$ cat config.mk
export PLATFORM = sky130hd
export DESIGN_NAME = dual_ptimer
export DESIGN_NICKNAME = d
export VERILOG_FILES = /design/src/rtl/ptimer_pkg.sv /design/src/rtl/ptimer_prescaler.sv /design/src/rtl/ptimer_channel.sv /design/src/rtl/dual_ptimer.sv
export SDC_FILE = /design/constraint.sdc
export NUM_CORES = 1
export LEC_CHECK = 0
export ABC_AREA = 0
export BUFFER_PORTS_ARGS = -buffer_cell sky130_fd_sc_hd__buf_2
export CAP_MARGIN = 25
export CORE_UTILIZATION = 45
export DETAILED_ROUTE_END_ITERATION = 16
export PLACE_DENSITY = 0.63
export SYNTH_ARGS = -nofsm -noshare
export SYNTH_HDL_FRONTEND = slang
export SYNTH_SLANG_ARGS = --single-unit
$ cat constraint.sdc
create_clock -name clk -period 4.65 [get_ports clk]
set_clock_uncertainty 0.05 [all_clocks]
set_input_delay 0 -clock clk [delete_from_list [all_inputs] [get_ports clk]]
set_output_delay 0 -clock clk [all_outputs]
set_load 0.02 [all_outputs]
$ cat src/rtl/ptimer_pkg.sv
`timescale 1ns/1ps
package ptimer_pkg;

  localparam logic [11:0] SCL_VAL_OFS = 12'h300;
  localparam logic [11:0] SCL_RLD_OFS = 12'h304;
  localparam logic [11:0] TMR_FIRST   = 12'h310;
  localparam logic [11:0] TMR_STRIDE  = 12'h010;
  localparam logic [11:0] CNT_OFS     = 12'h000;
  localparam logic [11:0] RLD_OFS     = 12'h004;
  localparam logic [11:0] CTL_OFS     = 12'h008;

  localparam int CB_RUN  = 0;
  localparam int CB_AUTO = 1;
  localparam int CB_LOAD = 2;
  localparam int CB_IE   = 3;

  typedef struct packed {
    logic irq_en;
    logic auto_rld;
    logic run;
  } tctl_t;

  function automatic logic [11:0] tmr_addr(input int idx, input logic [11:0] ofs);
    return TMR_FIRST + TMR_STRIDE * idx[11:0] + ofs;
  endfunction

  function automatic logic [31:0] ctl_to_word(input tctl_t c);
    logic [31:0] w;
    w = '0;
    w[CB_RUN]  = c.run;
    w[CB_AUTO] = c.auto_rld;
    w[CB_IE]   = c.irq_en;
    return w;
  endfunction

  function automatic tctl_t ctl_from_bits(input logic [3:0] b);
    tctl_t c;
    c.run      = b[CB_RUN];
    c.auto_rld = b[CB_AUTO];
    c.irq_en   = b[CB_IE];
    return c;
  endfunction

endpackage

$ cat src/rtl/ptimer_prescaler.sv
`timescale 1ns/1ps
module ptimer_prescaler #(
  parameter int PRE_W = 16
) (
  input  logic             clk,
  input  logic             rst_n,
  input  logic             wr_val_i,
  input  logic             wr_rld_i,
  input  logic [PRE_W-1:0] wdata_i,
  output logic [PRE_W-1:0] cnt_o,
  output logic [PRE_W-1:0] rld_o,
  output logic             tick_o
);

  logic [PRE_W-1:0] cnt_q, rld_q;
  logic             at_zero;

  assign at_zero = (cnt_q == '0);
  assign tick_o  = at_zero && !wr_val_i && !wr_rld_i;
  assign cnt_o   = cnt_q;
  assign rld_o   = rld_q;

  always_ff @(posedge clk or negedge rst_n) begin
    if (!rst_n) begin
      cnt_q <= '0;
      rld_q <= '0;
    end else if (wr_rld_i) begin
      rld_q <= wdata_i;
      cnt_q <= wdata_i;
    end else if (wr_val_i) begin
      cnt_q <= wdata_i;
    end else if (at_zero) begin
      cnt_q <= rld_q;
    end else begin
      cnt_q <= cnt_q - 1'b1;
    end
  end

  // wrap to the reload value after a tick
  p_wrap_r2: assert property (@(posedge clk) disable iff (!rst_n)
    tick_o |=> cnt_q == $past(rld_q));

  // plain countdown when not written
  p_count_r2: assert property (@(posedge clk) disable iff (!rst_n)
    (cnt_q != '0 && !wr_val_i && !wr_rld_i) |=> cnt_q == $past(cnt_q) - 1'b1);

  // a value write restarts the prescaler from the written value
  p_restart_r10: assert property (@(posedge clk) disable iff (!rst_n)
    (wr_val_i && !wr_rld_i) |=> cnt_q == $past(wdata_i));

endmodule

$ cat src/rtl/ptimer_channel.sv
`timescale 1ns/1ps
module ptimer_channel
  import ptimer_pkg::*;
#(
  parameter int CNT_W = 32
) (
  input  logic             clk,
  input  logic             rst_n,
  input  logic             tick_i,
  input  logic             wr_cnt_i,
  input  logic             wr_rld_i,
  input  logic             wr_ctl_i,
  input  logic [CNT_W-1:0] wdata_i,
  output logic [CNT_W-1:0] cnt_o,
  output logic [CNT_W-1:0] rld_o,
  output tctl_t            ctl_o,
  output logic             uflow_o,
  output logic             irq_o
);

  logic [CNT_W-1:0] cnt_q, rld_q;
  tctl_t            ctl_q;
  logic             load_now;
  logic             step_en;

  assign load_now = wr_ctl_i && wdata_i[CB_LOAD];
  assign step_en  = ctl_q.run && tick_i;
  assign uflow_o  = step_en && (cnt_q == '0) && !wr_cnt_i;
  assign irq_o    = uflow_o && ctl_q.irq_en;
  assign cnt_o    = cnt_q;
  assign rld_o    = rld_q;
  assign ctl_o    = ctl_q;

  always_ff @(posedge clk or negedge rst_n) begin
    if (!rst_n) begin
      cnt_q <= '0;
    end else if (wr_cnt_i) begin
      cnt_q <= wdata_i;
    end else if (load_now || uflow_o) begin
      cnt_q <= rld_q;
    end else if (step_en) begin
      cnt_q <= cnt_q - 1'b1;
    end
  end

  always_ff @(posedge clk or negedge rst_n) begin
    if (!rst_n) begin
      rld_q <= '0;
    end else if (wr_rld_i) begin
      rld_q <= wdata_i;
    end
  end

  always_ff @(posedge clk or negedge rst_n) begin
    if (!rst_n) begin
      ctl_q <= '0;
    end else if (wr_ctl_i) begin
      ctl_q <= ctl_from_bits(wdata_i[3:0]);
    end else if (uflow_o && !ctl_q.auto_rld) begin
      ctl_q.run <= 1'b0;
    end
  end

  // underflow reloads the counter
  p_reload_r4: assert property (@(posedge clk) disable iff (!rst_n)
    uflow_o |=> cnt_q == $past(rld_q));

  // a stopped counter keeps its value
  p_hold_r6: assert property (@(posedge clk) disable iff (!rst_n)
    (!ctl_q.run && !wr_cnt_i && !load_now) |=> $stable(cnt_q));

  // one-shot mode stops itself
  p_oneshot_r7: assert property (@(posedge clk) disable iff (!rst_n)
    (uflow_o && !ctl_q.auto_rld && !wr_ctl_i) |=> !ctl_q.run);

  // immediate load takes the reload value
  p_load_r8: assert property (@(posedge clk) disable iff (!rst_n)
    (load_now && !wr_cnt_i) |=> cnt_q == $past(rld_q));

  // a counter write restarts from the written value
  p_restart_r9: assert property (@(posedge clk) disable iff (!rst_n)
    wr_cnt_i |=> cnt_q == $past(wdata_i));

endmodule

$ cat src/rtl/dual_ptimer.sv
`timescale 1ns/1ps
module dual_ptimer
  import ptimer_pkg::*;
#(
  parameter int NTIMERS  = 2,
  parameter int CNT_W    = 32,
  parameter int PRE_W    = 16,
  parameter int DATA_W   = 32,
  parameter int ADDR_W   = 12,
  parameter int IRQ_BASE = 8,
  parameter int NLINES   = 16
) (
  input  logic              clk,
  input  logic              rst_n,
  input  logic              psel,
  input  logic              penable,
  input  logic              pwrite,
  input  logic [ADDR_W-1:0] paddr,
  input  logic [DATA_W-1:0] pwdata,
  output logic [DATA_W-1:0] prdata,
  output logic [NLINES-1:0] irq_lines
);

  localparam int LAST_LINE = IRQ_BASE + NTIMERS - 1;

  logic [11:0]      ofs;
  logic             wr_stb;
  logic             pre_tick;
  logic [PRE_W-1:0] pre_cnt, pre_rld;

  logic [CNT_W-1:0] cnt_v [NTIMERS];
  logic [CNT_W-1:0] rld_v [NTIMERS];
  tctl_t            ctl_v [NTIMERS];
  logic [NTIMERS-1:0] uflow_v, irq_v;

  assign ofs    = paddr[11:0];
  assign wr_stb = psel && penable && pwrite;

  ptimer_prescaler #(.PRE_W(PRE_W)) u_pre (
    .clk      (clk),
    .rst_n    (rst_n),
    .wr_val_i (wr_stb && ofs == SCL_VAL_OFS),
    .wr_rld_i (wr_stb && ofs == SCL_RLD_OFS),
    .wdata_i  (pwdata[PRE_W-1:0]),
    .cnt_o    (pre_cnt),
    .rld_o    (pre_rld),
    .tick_o   (pre_tick)
  );

  for (genvar g = 0; g < NTIMERS; g++) begin : g_tmr
    ptimer_channel #(.CNT_W(CNT_W)) u_ch (
      .clk      (clk),
      .rst_n    (rst_n),
      .tick_i   (pre_tick),
      .wr_cnt_i (wr_stb && ofs == tmr_addr(g, CNT_OFS)),
      .wr_rld_i (wr_stb && ofs == tmr_addr(g, RLD_OFS)),
      .wr_ctl_i (wr_stb && ofs == tmr_addr(g, CTL_OFS)),
      .wdata_i  (pwdata[CNT_W-1:0]),
      .cnt_o    (cnt_v[g]),
      .rld_o    (rld_v[g]),
      .ctl_o    (ctl_v[g]),
      .uflow_o  (uflow_v[g]),
      .irq_o    (irq_v[g])
    );
  end

  always_comb begin
    irq_lines = '0;
    for (int i = 0; i < NTIMERS; i++) begin
      irq_lines[IRQ_BASE + i] = irq_v[i];
    end
  end

  always_comb begin
    prdata = '0;
    if (psel) begin
      if (ofs == SCL_VAL_OFS) prdata = DATA_W'(pre_cnt);
      if (ofs == SCL_RLD_OFS) prdata = DATA_W'(pre_rld);
      for (int i = 0; i < NTIMERS; i++) begin
        if (ofs == tmr_addr(i, CNT_OFS)) prdata = DATA_W'(cnt_v[i]);
        if (ofs == tmr_addr(i, RLD_OFS)) prdata = DATA_W'(rld_v[i]);
        if (ofs == tmr_addr(i, CTL_OFS)) prdata = DATA_W'(ctl_to_word(ctl_v[i]));
      end
    end
  end

  // a pulse only appears on lines owned by a timer that underflowed
  p_irq_src_r5: assert property (@(posedge clk) disable iff (!rst_n)
    (irq_lines[LAST_LINE] |-> uflow_v[NTIMERS-1]));

  // no timer underflows outside a prescaler tick
  p_tick_only_r3: assert property (@(posedge clk) disable iff (!rst_n)
    (uflow_v != '0) |-> pre_tick);

endmodule

# Word-level counts from Yosys, hierarchy flattened
# Cells that the tools add are included.
# Widths: inputs -> output; s select.
[classes] reduce_logical=39 n_addsub=3 n_eq_ne=8 n_mux=22
[op_table] op="$mux 32" count=14
[op_table] op="$eq 12x10->1 const B" count=8
[op_table] op="$logic_not 32->1" count=2
[op_table] op="$mux 16" count=4
[op_table] op="$sub 32x1->32 const B" count=2
[op_table] op="$logic_and 1x1->1" count=24
[op_table] op="$logic_not 16->1" count=1
[op_table] op="$sub 16x1->16 const B" count=1
[op_table] op="$logic_not 1->1" count=6
[op_table] op="$reduce_bool 3->1" count=2
[op_table] op="$mux 1" count=4
[op_table] op="$reduce_bool 2->1" count=2
[op_table] op="$logic_or 1x1->1" count=2
[word_totals] elab_cells=84 register_bits=166

# Depth between registers and ports, before layout
# Gate-level depths: netlist of run 1.
[logic_depth] word_depth=12 ltp_mapped=10 ltp_nobuf=8

# Hierarchy
# From an unflattened synthesis of run 1, not the netlist that was laid out.
[hier_totals] cells_unflattened=1241 area_unflattened_um2=11217.0
[modules_own_cells] module="ptimer_channel" cells_per_inst=391 area_per_inst_um2=3778.6 n_inst=2
[modules_own_cells] module="dual_ptimer" cells_per_inst=289 area_per_inst_um2=1901.8 n_inst=1
[modules_own_cells] module="ptimer_prescaler" cells_per_inst=170 area_per_inst_um2=1757.9 n_inst=1

# Worst setup path after synthesis of run 1
# OpenSTA, ideal clock, no wires.
[synth_path] path_type="register to register" start="register g_tmr[0].u_ch.cnt_q[28]" end="register g_tmr[0].u_ch.cnt_q[18]" t_arrival_ns=2.276 required_time_ns=4.466 slack_ns=2.190 stages_incl_launch_ff=8 n_path_buf=1 path_cell_list="dfrtp_1 or4_4 nand3b_1 or4_4 and2_4 buf_6 a222oi_1 o21ai_1"
[synth_via] elab_chain_cells=6
[synth_rtl] item="start: declaration" line_no="ptimer_channel.sv:21" source="logic [CNT_W-1:0] cnt_q, rld_q;"
[synth_rtl] item="start signal: assignment" line_no="ptimer_channel.sv:38" source="cnt_q <= wdata_i;"
[synth_rtl] item="start signal: assignment" line_no="ptimer_channel.sv:40" source="cnt_q <= rld_q;"
[synth_rtl] item="start signal: assignment" line_no="ptimer_channel.sv:42" source="cnt_q <= cnt_q - 1'b1;"
[synth_rtl] item="$logic_not 32->1 *" line_no="ptimer_channel.sv:28" source="assign uflow_o = step_en && (cnt_q == '0) && !wr_cnt_i;"
[synth_rtl] item="$logic_and 1x1->1 * (2 in series)" line_no="ptimer_channel.sv:28"
[synth_rtl] item="$logic_or 1x1->1 *" line_no="ptimer_channel.sv:39" source="end else if (load_now || uflow_o) begin"
[synth_rtl] item="$mux 32" line_no="ptimer_channel.sv:39"
[synth_rtl] item="$mux 32" line_no="ptimer_channel.sv:37" source="end else if (wr_cnt_i) begin"
# Every way passes the cells marked *; elsewhere a longest branch is shown, timed or not.
# A chain may end at the register's enable or synchronous reset.

# Final worst setup path of run 1
[layout_path] start="register g_tmr[1].u_ch.cnt_q[21]" end="register g_tmr[1].u_ch.cnt_q[15]"
[layout_via] elab_chain_cells=6
[layout_rtl] item="start: declaration" line_no="ptimer_channel.sv:21"
[layout_rtl] item="start signal: assignment" line_no="ptimer_channel.sv:38"
[layout_rtl] item="start signal: assignment" line_no="ptimer_channel.sv:40"
[layout_rtl] item="start signal: assignment" line_no="ptimer_channel.sv:42"
[layout_rtl] item="$logic_not 32->1 *" line_no="ptimer_channel.sv:28"
[layout_rtl] item="$logic_and 1x1->1 * (2 in series)" line_no="ptimer_channel.sv:28"
[layout_rtl] item="$logic_or 1x1->1 *" line_no="ptimer_channel.sv:39"
[layout_rtl] item="$mux 32" line_no="ptimer_channel.sv:39"
[layout_rtl] item="$mux 32" line_no="ptimer_channel.sv:37"
# Marks and branches as above.

==> results.py, run 1 <==
metrics = {
    "clock_network": {
        "insertion_delay_ps": 440,
        "clock-root-buffer": "clkbuf_16",
        "cts-buffers-inserted": 17,
        "cts.repair.resized": 0,
        "cts_sinks": 166,
        "cts-htree-levels": 4,
        "clkTransAtPathRegs_ps": 70,
        "clk_path_buf_depth": 2,
        "cts_tree": "built",
    },
    "routing": {
        "drt-initial-drc-count": 1296,
        "routedWlPerCell_um": 23.71,
        "vias": 9961,
        "dr.pass1.iters": 5,
        "drt_wl_total_um": 36680,
        "via_per_inst": 6.439,
        "drc_errors": 0,
        "postRouteAntennaNets": 0,
    },
    "setup_path": {
        "critPathMaxFanout": 17,
        "crit_chain": "or4_1, nor3_1, nand3_1, o31ai_4, a22oi_1, o211ai_1",
        "cp-end-kind": "register",
        "cp_slowest_cell": "o31ai_4",
        "crit_type": "reg2reg",
        "crit_buf_inv": 0,
        "worstPathArrival_ps": 3490,
        "cp-start-kind": "register",
        "max_stage_delay_ps": 890,
        "worstSetupStartpoint": "g_tmr[1].u_ch.cnt_o[21]",
        "cpLargestDelayFamily": "simple AND/OR/NAND/NOR gates",
        "cp.required_ps": 4950,
        "rr_endpoint": "g_tmr[1].u_ch.cnt_o[15]",
        "rrSetupSlack_ps": 1460,
        "reg2regPathDepth": 6,
        "r2r-start": "g_tmr[1].u_ch.cnt_o[21]",
    },
    "grt": {
        "grt_usage": 0.3076,
        "grt_pass1_vias": 9322,
        "grt_overflow": 0,
        "antenna_found_initial": 0,
        "grt_pass1_wl_um": 56030,
        "grt_max_degree": 102,
    },
    "pwr": {
        "power_density_mw_per_mm2": 269.6,
        "vdd_drop_max_mv": 0.1759,
        "power_mw": 3.304,
        "leakage_nw": 5.479,
    },
    "placed_design": {
        "gp_congestion": 0.9513,
        "io_buffers": 82,
        "dp_slack_ps": 1548,
        "placed_cell_area_mm2": 0.01130,
        "hpwl_um": 25970,
    },
    "hold_path": {
        "hold_class": "in2async",
    },
    "job": {
        "cap_violations": 0,
    },
    "logic_synthesis": {
        "synth_area_per_cell_um2": 9.326,
        "syn_inst": 1144,
        "synth_seq_cells": 166,
        "yosysWarnings": 0,
        "synth_cell_types": 74,
        "syn_area_mm2": 0.01067,
        "synth_edf_count": 0,
        "yosysSeqAreaShare": 0.3894,
        "synth_flop_cell": "dfrtp_1",
        "async_flop_share": 1.000,
    },
    "layout": {
        "nFillCells": 2078,
        "post-route-util": 0.5349,
        "antennaDiodeCount": 0,
        "area_growth_pct": 14.88,
        "num-nets-final": 1276,
        "fin_area_mm2": 0.01226,
        "drive_gt1_frac": 0.2131,
    },
    "die": {
        "die_w_um": 156.0,
        "dieHeight_um": 156.0,
        "io_pins": 97,
        "initial_core_util": 0.4656,
        "die_area_mm2": 0.02433,
        "core_mm2": 0.02292,
        "std_cell_rows": 55,
    },
    "timing": {
        "post-route-min-period_ps": 3188,
        "tightest_slew_ps": 1073,
        "setup_tns_ps": 0,
        "post-route-period-util": 0.6856,
        "slew_violations": 0,
        "setup_violations": 0,
        "slew_headroom": 0.2782,
        "max_clock_freq_mhz": 313.7,
        "finalHoldViolCount": 0,
        "timing.final.ws_setup_ps": 1462,
        "rsz0062_at_grt": "false",
    },
    "run_status": {
        "status": "finished clean",
    },
}
-- routing by layer --
metal / up-vias / wire length [µm] / part of all wire / global-route usage
li1: 4476 / - / - / -
met1: 4931 / 15460 / 0.42 / 0.4222
met2: 483 / 16550 / 0.45 / 0.4705
met3: 71 / 3599 / 0.098 / 0.07361
met4: 0 / 1069 / 0.029 / 0.1106
met5: - / 0 / 0 / 0
-- Yosys cell counts, types with 5 or more instances --
master    number  share of area
a21o_1         6         0.0042
or4_1          5         0.0035
buf_1          7         0.0025
a21oi_1       21         0.0099
a221oi_1      29          0.024
or3_1         19          0.011
buf_4         20          0.014
o211ai_1       9         0.0063
xnor2_1       17          0.014
a22oi_1       21          0.015
mux2_2        91          0.096
mux2i_1       41          0.038
nand3b_1       8         0.0056
a222oi_1      24          0.023
dfrtp_1      166           0.39
and4_1         8         0.0066
nor4_2         6         0.0070
clkbuf_1      54          0.019
ha_1           6         0.0070
o22ai_1       16         0.0094
and3_1        10         0.0059
o21ai_0       76          0.036
xor2_1        21          0.017
nor2_1        86          0.030
a31oi_1        6         0.0035
nand3_1       53          0.025
nand4_1       20          0.012
nor3_1        43          0.020
o21ai_1        5         0.0023
a221o_1       11          0.010
nor4_1        25          0.015
inv_1         23         0.0081
buf_2         10         0.0047
nand2_1      109          0.038
-- how the worst max path moves through the flow --
stage / to / slack, ps / cells past startpoint
global placement: g_tmr[0].u_ch.cnt_o[23] / 1570 / 7
floorplan: g_tmr[0].u_ch.cnt_o[18] / 2190 / 7
finish: g_tmr[1].u_ch.cnt_o[15] / 1460 / 6
detailed placement: g_tmr[0].u_ch.cnt_o[23] / 1550 / 7
CTS: g_tmr[0].u_ch.cnt_o[27] / 1580 / 7
global route: prdata[5] / 1330 / 8
-- logic make-up (layout without fill, tap and decap cells) --
family | count (synthesis) | in the layout | share of synthesized area
adders and majority gates | 6 | 6 | 0.007036
buffers and inverters | 115 | 192 | 0.04937
other | 1 | 14 | 0.0003515
muxes | 132 | 132 | 0.1345
xor gates and xnor gates | 38 | 38 | 0.03120
AOI/OAI and AO/OA | 256 | 256 | 0.1723
DFF | 166 | 166 | 0.3894
and+or+nand+nor | 430 | 430 | 0.2159
-- worst reg2reg max path: stages, from the launching register on --
cell and delay, ps:
dfrtp_1 430, or4_1 610, nor3_1 380, nand3_1 410, o31ai_4 890, a22oi_1 190
o211ai_1 160
-- power by group --
group | leakage [nW] | switching [mW] | internal [mW]
logic | 2.99 | 0.170 | 0.0961
registers | 2.19 | 0.0376 | 1.47
clock network | 0.301 | 0.650 | 0.882
total | 5.48 | 0.857 | 2.45
-- state kept, by name, summed over array words and instances, names as in the netlist --
register	cells
g_tmr.u_ch.cnt_o	64
u_pre.cnt_o	16
g_tmr.u_ch.rld_o	64
u_pre.rld_o	16
g_tmr.u_ch.ctl_o	6
-- through the flow --
step	std cells	hold WS (ps)
after floorplan	1157	-345.6
after global placement	1480	-9.230
after detailed placement	1482	-12.35
after CTS	1547	83.17
after global routing	1547	122.7
final	1547	64.84
-- final cells by class --
type                       count  area, µm²  area share
tap                          313      391.6     0.03195
clock inverter                13      171.4     0.01399
sequential                   166       4154      0.3389
inverter                      23      86.33    0.007044
multi-input combinational    876       6068      0.4951
timing repair buffer         137      932.1     0.07605
clock buffer                  19      452.9     0.03695
-- cells in the final DEF (no fill, tap or decap), drive strengths merged, types with 5 or more instances in the layout --
cell type	Yosys	final
and4	8	8
clkinv	0	5
mux2i	41	41
o21ai	82	82
xnor2	17	17
a22oi	21	21
nand4	21	21
xor2	21	21
ha	6	6
a21oi	21	21
nand3	53	53
nor3	45	45
nor4	35	35
a221oi	29	29
o211ai	9	9
nor2	86	86
a221o	11	11
conb	1	14
or4	8	8
clkbuf	54	19
or3	20	20
dfrtp	166	166
nand2	109	109
dlygate4sd3	0	33
mux2	91	91
o22ai	16	16
inv	23	26
a21o	6	6
and3	10	10
buf	38	104
a31oi	6	6
nand3b	8	8
a222oi	24	24
-- timing repair --
action | 4_1_cts | 5_1_grt
setup buffers | 0 | 0
hold buffers | 33 | 0
hold endpoints to repair | 224 | 0
Power figures use the tool's default switching activity.
==> inputs of run 2 (changes only) <==
clock period = 3.1 ns   (was 4.65 ns; I/O delays follow)
==> run 2 against run 1 <==
Cell area is 1.3% higher; cell count increased by 1.6%; non-clock buffer count rose by 25; clock power is 43% higher; critical path depth is the same; count of clock-buffer cells in the layout unchanged; setup slack got worse by 1300 ps; core utilization grew 0.71 points; hold slack better by 52 ps; combinational power up 49%; register-to-register slack got worse by 1200 ps; sequential share of layout area down 0.44 points; highest routed layer is now met5.
==> results.py, run 2 (synthesized netlist as in run 1, its figures left out) <==
metrics = {
    "clock_network": {
        "cts.repair.resized": 0,
        "cts-htree-levels": 4,
        "post_cts_buffers": 0,
        "cts-buffers-inserted": 17,
        "insertion_delay_ps": 440,
        "clkTransAtPathRegs_ps": 70,
        "clk_path_buf_depth": 2,
        "cts_tree": "built",
        "clock-root-buffer": "clkbuf_16",
        "cts_hold_buf": 33,
        "cts_sinks": 166,
    },
    "grt": {
        "antenna_found_initial": 1,
        "grt_usage": 0.3135,
        "grt_max_degree": 85,
        "grt_overflow": 0,
        "grt_pass1_wl_um": 57310,
        "grt_pass1_vias": 9535,
    },
    "die": {
        "core_mm2": 0.02292,
        "dieHeight_um": 156.0,
        "die_w_um": 156.0,
        "die_area_mm2": 0.02433,
        "initial_core_util": 0.4656,
        "io_pins": 97,
        "std_cell_rows": 55,
    },
    "pwr": {
        "switching_share": 0.2635,
        "vdd_drop_max_mv": 0.3290,
        "power_density_mw_per_mm2": 390.5,
        "p_comb_frac": 0.082,
        "clockPowerShare": 0.452,
        "power.internal_mw": 3.572,
        "pwr-share-seq": 0.466,
        "switchingPower_mw": 1.278,
        "leakage_nw": 5.597,
    },
    "setup_path": {
        "worstPathArrival_ps": 2920,
        "cp-end-kind": "output pin",
        "cp.required_ps": 3050,
        "crit_type": "reg2out",
        "worstSetupStartpoint": "g_tmr[0].u_ch.cnt_o[28]",
        "reg2regPathDepth": 6,
        "critPathMaxFanout": 6,
        "cp-start-kind": "register",
        "rr_endpoint": "g_tmr[1].u_ch.cnt_o[10]",
        "rrSetupSlack_ps": 240,
        "r2r-start": "g_tmr[1].u_ch.cnt_o[27]",
    },
    "hold_path": {
        "hold_class": "in2async",
    },
    "routing": {
        "postRouteAntennaNets": 0,
        "drt_wl_total_um": 37180,
        "routedWlPerCell_um": 23.65,
        "drc_errors": 0,
        "drt-initial-drc-count": 1176,
        "vias": 10180,
        "via_per_inst": 6.475,
        "dr.pass1.iters": 7,
    },
    "timing": {
        "slew_headroom": 0.3586,
        "tightest_slew_ps": 962.1,
        "setup_violations": 0,
        "finalHoldViolCount": 0,
        "rsz0062_at_grt": "false",
        "slew_violations": 0,
        "post-route-period-util": 0.9584,
        "max_clock_freq_mhz": 336.6,
        "post-route-min-period_ps": 2971,
        "setup_tns_ps": 0,
    },
    "layout": {
        "layout_common_cells": "dfrtp_1, nand2_1, mux2_2, nor2_1, buf_2",
        "fin_area_mm2": 0.01242,
        "area_growth_pct": 16.41,
        "final_common_cell": "dfrtp_1",
        "num-nets-final": 1301,
        "final_cells": 1572,
        "antennaDiodeCount": 0,
        "drive_gt1_frac": 0.2280,
    },
    "job": {
        "cap_violations": 0,
    },
    "placed_design": {
        "placed_cell_area_mm2": 0.01149,
        "gp_congestion": 0.9797,
        "dp.cells": 1506,
        "hpwl_um": 25990,
        "io_buffers": 82,
    },
    "run_status": {
        "status": "finished clean",
    },
}
-- run 2: cell types whose count changed in the layout (fill, tap and decap cells not counted), sizes merged --
cell      before  now
bufinv         3    2
clkinv         5    7
inv           26   27
buf          104  129
clkinvlp       2    0
-- run 2: worst max path at each step --
stage,endpoint,slack [ps],cells after the start
final,irq_lines[8],130,6
after global routing,irq_lines[9],50,5
after CTS,irq_lines[8],140,6
after detailed placement,g_tmr[1].u_ch.cnt_o[10],290,6
after global placement,g_tmr[1].u_ch.cnt_o[1],310,5
after floorplan,g_tmr[0].u_ch.cnt_o[18],640,7
-- run 2: cell type report --
cell class / instances / area (µm²)
Multi-Input combinational cell: 876 / 6068
Clock inverter: 13 / 147.6
Timing Repair Buffer: 162 / 1129
Fill cell: 2140 / 10500
Sequential cell: 166 / 4154
Inverter: 23 / 86.33
Tap cell: 313 / 391.6
Clock buffer: 19 / 442.9
-- run 2: power groups by stage --
stage	Combinational (mW)	Sequential [mW]	Clock, mW
6_report	0.397	2.26	2.19
4_1_cts	0.394	2.26	2.22
2_1_floorplan	0.193	2.29	0
5_1_grt	0.428	2.26	2.30
3_3_place_gp	0.359	2.29	0
3_5_place_dp	0.360	2.30	0
-- run 2: worst max-delay path, stage by stage (launching register included) --
cell,delay (ps)
dfrtp_1,450
or4_4,590
nand3b_1,180
or4_4,580
or2_2,370
nor2_1,130
buf_2,180
-- run 2: through the flow --
stage	power (mW)	utilization	hold slack [ps]	worst slack, ps
after floorplan	2.480	-	-345.6	640.4
after global placement	2.654	0.5013	67.85	313.3
after detailed placement	2.660	0.5013	69.75	287.7
after CTS	4.870	0.5415	99.93	137.5
after global routing	4.990	0.5420	136.3	45.08
final	4.850	0.5420	116.6	128.9
-- run 2: routing by layer --
layer / part of all wire / vias to the layer above / wire length, µm / global-route usage
li1: - / 4515 / - / -
met1: 0.42 / 5014 / 15450 / 0.4387
met2: 0.46 / 576 / 17230 / 0.4896
met3: 0.094 / 72 / 3508 / 0.05194
met4: 0.026 / 2 / 969 / 0.1074
met5: 0.00035 / - / 13 / 0
